## config.mk

```make
export PLATFORM = sky130hd
export DESIGN_NAME = csel_adder16
export DESIGN_NICKNAME = d
export VERILOG_FILES = /design/src/rtl/csel_adder16.sv
export SDC_FILE = /design/constraint.sdc
export NUM_CORES = 1
export LEC_CHECK = 0
export ABC_CLOCK_PERIOD_IN_PS = 7210
export BUFFER_PORTS_ARGS = -buffer_cell sky130_fd_sc_hd__buf_2
export CAP_MARGIN = 20
export CORE_ASPECT_RATIO = 0.8
export CORE_MARGIN = 2
export CORE_UTILIZATION = 28
export DETAILED_ROUTE_END_ITERATION = 6
export GPL_TIMING_DRIVEN = 0
export PLACE_DENSITY = 0.67
export SYNTH_ARGS = -nofsm -noshare
export SYNTH_HDL_FRONTEND = slang
export SYNTH_SLANG_ARGS = --single-unit
```

## constraint.sdc

```tcl
create_clock -name vclk -period 7.21
set_clock_uncertainty 0.1 [all_clocks]
set_input_delay 0.721 -clock vclk [all_inputs]
set_output_delay 0.721 -clock vclk [all_outputs]
set_load 0.01 [all_outputs]
```

## src/rtl/csel_adder16.sv

```systemverilog
module csel_adder16 #(
  parameter int BLK = 4,
  localparam int W = 4 * BLK
) (
  input  logic [W-1:0] op_a,
  input  logic [W-1:0] op_b,
  input  logic         carry_in,
  output logic [W-1:0] sum,
  output logic         carry_out
);

  function automatic logic [BLK:0] rca(input logic [BLK-1:0] x,
                                       input logic [BLK-1:0] y,
                                       input logic ci);
    logic c;
    logic [BLK-1:0] s;
    c = ci;
    s = '0;
    for (int i = 0; i < BLK; i++) begin
      s[i] = x[i] ^ y[i] ^ c;
      c    = (x[i] & y[i]) | ((x[i] ^ y[i]) & c);
    end
    return {c, s};
  endfunction

  logic [BLK:0] lo, mid0, mid1;
  logic         c_lo, c_mid;

  assign lo    = rca(op_a[BLK-1:0], op_b[BLK-1:0], carry_in);
  assign c_lo  = lo[BLK];
  assign mid0  = rca(op_a[2*BLK-1:BLK], op_b[2*BLK-1:BLK], 1'b0);
  assign mid1  = rca(op_a[2*BLK-1:BLK], op_b[2*BLK-1:BLK], 1'b1);
  assign c_mid = mid0[BLK] | (mid1[BLK] & c_lo);

  logic [1:0][2*BLK-1:0] up_sum;
  logic [1:0]            up_c;

  for (genvar k = 0; k < 2; k++) begin : g_upper
    logic [BLK:0] ul, uh0, uh1;
    assign ul  = rca(op_a[3*BLK-1:2*BLK], op_b[3*BLK-1:2*BLK], 1'(k));
    assign uh0 = rca(op_a[W-1:3*BLK], op_b[W-1:3*BLK], 1'b0);
    assign uh1 = rca(op_a[W-1:3*BLK], op_b[W-1:3*BLK], 1'b1);
    assign up_sum[k] = {(ul[BLK] ? uh1[BLK-1:0] : uh0[BLK-1:0]), ul[BLK-1:0]};
    assign up_c[k]   = uh0[BLK] | (uh1[BLK] & ul[BLK]);
  end

  assign sum = {(c_mid ? up_sum[1] : up_sum[0]),
                (c_lo ? mid1[BLK-1:0] : mid0[BLK-1:0]),
                lo[BLK-1:0]};
  assign carry_out = up_c[0] | (up_c[1] & c_mid);

endmodule


```

; ---- After elaboration in Yosys (flattened, before gate mapping)
; Index checks and enable logic that the tools add are counted.
[totals]
register_bits = 0
input_bits = 33
output_inout_bits = 17
elab_cells = 116
[classes]
mux = 4
bitwise = 112
[op_table]
columns = op, n
row1 = 1-bit AND, 42
row2 = 1-bit bitwise XOR, 38
row3 = 1-bit OR, 29
row4 = 4-bit two-way mux, 3
row5 = 8-bit two-way mux, 1
row6 = 1-bit inverter, 3

; ---- Depth between registers and ports, before layout
[logic_depth]
ltp_word = 13
ltp_mapped = 11
ltp_nobuf = 11

; ---- Least setup slack after synthesis
; OpenSTA, ideal clock, no wires.
[synth_path]
path_type = input port to output port
from = input op_a[0]
to = output sum[10]
t_arrival_ns = 3.292
t_required_ns = 6.389
path_slack_ns = 3.097
cell_stages = 11
path_buffers = 0
cell_sequence = inv_1 fa_1 inv_1 fa_1 fa_1 fa_1 nor2b_4 o2111a_1 or3_4 a31oi_4 xnor2_1
[synth_between]
elab_chain_cells = 12
elab_cells_between_ends = 13
cone_classes = mux: 1 / bitwise: 12
[synth_rtl]
columns = item, line
row1 = "start, declared", 5  ; input logic [W-1:0] op_a,
row2 = 1-bit bitwise XOR, 21  ; c = (x[i] & y[i]) | ((x[i] ^ y[i]) & c);
row3 = 1-bit AND, 21
row4 = 1-bit OR *, 21
row5 = 1-bit AND *, 21
row6 = 1-bit OR *, 21
row7 = 1-bit AND *, 21
row8 = 1-bit OR *, 21
row9 = 1-bit AND *, 21
row10 = 1-bit OR *, 21
row11 = 1-bit AND *, 33  ; assign c_mid = mid0[BLK] | (mid1[BLK] & c_lo);
row12 = 1-bit OR *, 33
row13 = 8-bit two-way mux *, 47  ; assign sum = {(c_mid ? up_sum[1] : up_sum[0]),
row14 = "end, declared", 8  ; output logic [W-1:0] sum,
; Mark *: on every way between the ends. The rest lies on a longest branch, timed or not.

; ---- Final worst setup path
[layout_path]
from = input op_a[0]
to = output sum[13]
; Same word-level chain as after synthesis.

==> impl_metrics.prom <==
# TYPE chip_impl_metric gauge
chip_impl_info{name="run_status",value="completed"} 1
chip_impl_info{name="synthTopCellsByArea",value="sky130_fd_sc_hd__fa_1 (28%), sky130_fd_sc_hd__ha_1 (21%), sky130_fd_sc_hd__inv_1 (6.3%)"} 1
chip_impl_info{name="setup.worst_path.start_class",value="primary input"} 1
chip_impl_metric{name="finish.net_count",unit=""} 184
chip_impl_metric{name="first_pass_iters",unit=""} 4
chip_impl_metric{name="route.vias.total",unit=""} 708
chip_impl_metric{name="syn_inst",unit=""} 77
chip_impl_metric{name="floorplan.die.width",unit="um"} 60.3
chip_impl_metric{name="seqCellArea",unit="sq um"} 0
chip_impl_metric{name="yosysUniqueCellTypes",unit=""} 24
chip_impl_metric{name="pin_count",unit=""} 50
chip_impl_metric{name="global_placer_s_final_weighted_congestion",unit=""} 0.661
chip_impl_metric{name="antenna_found_initial",unit=""} 0
chip_impl_metric{name="final_layout_size_suffix_gt1_share",unit="%"} 43.3
chip_impl_metric{name="synth_nets",unit=""} 132
chip_impl_metric{name="drc_errors",unit=""} 0
chip_impl_metric{name="irDropWorstVdd",unit="mV"} 0.0380
chip_impl_metric{name="finalWirelength",unit="mm"} 1.57
chip_impl_metric{name="relSlewSlack",unit="%"} 82.0
chip_impl_metric{name="clockBufferCount",unit=""} 0
chip_impl_metric{name="layout_min_cycle_time",unit="ns"} 4.45
chip_impl_metric{name="timing.final.setup_violations",unit=""} 0
chip_impl_metric{name="overflow",unit=""} 0
chip_impl_metric{name="final_routed_wire_length_divided_by_cell_count",unit="um"} 9.62
chip_impl_info{name="crit_path_kind",value="primary input to primary output"} 1
chip_impl_metric{name="average_footprint_of_a_synthesized_cell",unit="sq um"} 9.21
chip_impl_info{name="synth_top_cell_by_area",value="sky130_fd_sc_hd__fa_1"} 1
chip_impl_metric{name="leakage_power_figure",unit="nW"} 0.556
chip_impl_metric{name="die_h",unit="um"} 49.0
chip_impl_metric{name="warnings_synthesis",unit=""} 0
chip_impl_metric{name="globalRouteTotalUtil",unit="%"} 10.8
chip_impl_info{name="end_kind",value="primary output"} 1
chip_impl_metric{name="numSequentialCells",unit=""} 0
chip_impl_metric{name="wire_length_of_the_first_global_routing_pass",unit="mm"} 2.64
chip_impl_metric{name="cts_repair_resized_insts",unit=""} 0
chip_impl_metric{name="cp_data_arrival_time",unit="ns"} 3.63
chip_impl_metric{name="core_area",unit="sq um"} 2420
chip_impl_metric{name="post_synth_instance_area",unit="sq um"} 709
chip_impl_metric{name="critical_path_peak_fanout",unit=""} 4
chip_impl_metric{name="hold_viol_final",unit=""} 0
chip_impl_metric{name="utilization",unit="%"} 41.5
chip_impl_metric{name="design.die.area",unit="sq um"} 2950
chip_impl_metric{name="area.growth.synth_to_final",unit="%"} 41.6
chip_impl_metric{name="drtIter0Drc",unit=""} 9
chip_impl_metric{name="initial_utilization",unit="%"} 29.3
chip_impl_metric{name="synth_top_cell_area_share",unit="%"} 28.2
chip_impl_metric{name="power.density",unit="nW/um^2"} 92.3
chip_impl_metric{name="fill_cells",unit=""} 251
chip_impl_metric{name="achievable-frequency",unit="MHz"} 225
chip_impl_metric{name="timing_max_transition_violations_final",unit=""} 0
chip_impl_info{name="synth_commonest_cells",value="sky130_fd_sc_hd__ha_1 (12), sky130_fd_sc_hd__inv_1 (12), sky130_fd_sc_hd__fa_1 (10)"} 1
chip_impl_metric{name="portBuffers",unit=""} 50
chip_impl_metric{name="drtAntennaViolNets",unit=""} 0
chip_impl_metric{name="final_min_period_over_clock_period",unit="%"} 61.8
chip_impl_metric{name="grt_start_max_net_pins",unit=""} 6
chip_impl_metric{name="floorplan.rows",unit=""} 16
chip_impl_metric{name="totalNegativeSetupSlack",unit="ns"} 0
chip_impl_metric{name="min_delay_path_depth",unit=""} 3
chip_impl_metric{name="drt-vias-per-instance",unit=""} 4.34
chip_impl_metric{name="num_antenna_cells",unit=""} 0
chip_impl_metric{name="max_cap_viol_count",unit=""} 0
chip_impl_info{name="worst_hold_path_type",value="primary input to primary output"} 1
chip_impl_info{name="rsz0062_at_grt",value="false"} 1
chip_impl_metric{name="cts.hold.buffers_added",unit=""} 0
chip_impl_metric{name="cts_setup_buffers",unit=""} 0
chip_impl_metric{name="detailed_placement_wirelength_estimate",unit="mm"} 1.50
chip_impl_metric{name="crit_required",unit="ns"} 6.39
chip_impl_metric{name="synth.yosys.seq_area_share",unit="%"} 0
chip_impl_metric{name="worst_slew_pin_slew",unit="ns"} 0.268
chip_impl_metric{name="via_count_of_the_first_global_routing_pass",unit=""} 687
-- metrics by stage --
step | total power, mW | cells | hold slack, ns | setup WS, ns | cell area, sq um
after floorplan | 0.0582 | 77 | 1.53 | 3.10 | 709
after global placement | 0.0911 | 163 | 1.69 | 2.80 | 1000
after detailed placement | 0.0940 | 163 | 1.70 | 2.74 | 1000
after CTS | 0.0946 | 163 | 1.70 | 2.73 | 1000
after global routing | 0.106 | 163 | 1.73 | 2.59 | 1000
final | 0.0928 | 163 | 1.70 | 2.76 | 1000
-- path summary, 6_finish.rpt --
check,to,start
worst max-delay path,sum[13],op_a[0]
worst min-delay path,sum[3],op_b[3]
-- layout by cell type, fill, tap and decap left out --
cell                        Yosys  final
sky130_fd_sc_hd__a21o_1         3      3
sky130_fd_sc_hd__a21oi_1        3      3
sky130_fd_sc_hd__a31oi_4        1      1
sky130_fd_sc_hd__buf_2          0     50
sky130_fd_sc_hd__fa_1          10     10
sky130_fd_sc_hd__ha_1          12     12
sky130_fd_sc_hd__inv_1         12     12
sky130_fd_sc_hd__mux2_1         3      3
sky130_fd_sc_hd__nand2_1        4      4
sky130_fd_sc_hd__nand2b_1       1      1
sky130_fd_sc_hd__nand3_1        2      2
sky130_fd_sc_hd__nand3b_2       1      1
sky130_fd_sc_hd__nor2_1         5      5
sky130_fd_sc_hd__nor2b_1        1      1
sky130_fd_sc_hd__nor2b_4        1      1
sky130_fd_sc_hd__nor3_1         2      2
sky130_fd_sc_hd__o2111a_1       1      1
sky130_fd_sc_hd__o2111ai_1      1      1
sky130_fd_sc_hd__o211ai_1       1      1
sky130_fd_sc_hd__o21a_1         2      2
sky130_fd_sc_hd__o21ai_1        3      3
sky130_fd_sc_hd__o21ai_2        1      1
sky130_fd_sc_hd__or3_4          1      1
sky130_fd_sc_hd__xnor2_1        3      3
sky130_fd_sc_hd__xor2_1         3      3
-- power breakdown --
group	total [mW]	internal, mW	switching, mW
clock network	0	0	0
registers	0	0	0
logic	0.0928	0.0449	0.0479
total	0.0928	0.0449	0.0479
-- cell families (layout without fill, tap and decap cells) --
logic type / after synthesis / in the layout / share of synthesized area [%]
AOI/OAI and AO/OA: 16 / 16 / 17.6
xor gates and xnor gates: 6 / 6 / 7.41
adders and majority gates: 22 / 22 / 49.4
buffers and inverters: 12 / 62 / 6.35
muxes: 3 / 3 / 4.76
and+or+nand+nor: 18 / 18 / 14.5
-- worst max-delay path: stages --
cell                       delay (ns)
sky130_fd_sc_hd__buf_2           0.09
sky130_fd_sc_hd__inv_1           0.07
sky130_fd_sc_hd__fa_1            0.17
sky130_fd_sc_hd__inv_1           0.05
sky130_fd_sc_hd__fa_1            0.38
sky130_fd_sc_hd__fa_1            0.39
sky130_fd_sc_hd__fa_1            0.43
sky130_fd_sc_hd__nor2b_4         0.16
sky130_fd_sc_hd__o2111a_1        0.28
sky130_fd_sc_hd__o21ai_2         0.23
sky130_fd_sc_hd__nand3b_2        0.18
sky130_fd_sc_hd__mux2_1          0.34
sky130_fd_sc_hd__buf_2           0.14
-- layer usage --
metal | up-vias | global-route usage, % | routed length, um
met1 | 322 | 13.5 | 600
met2 | 24 | 20.5 | 845
met4 | 0 | 0.741 | 0
met3 | 0 | 0.796 | 123
met5 | - | 0 | 0
li1 | 362 | - | -
-- area by class of cell --
class	count	area, sq um	area share, %
multi-input combinational	65	664	66.1
timing repair buffer	50	250	24.9
tap	36	45.0	4.48
inverter	12	45.0	4.48
(Power assumes the default switching activity.)
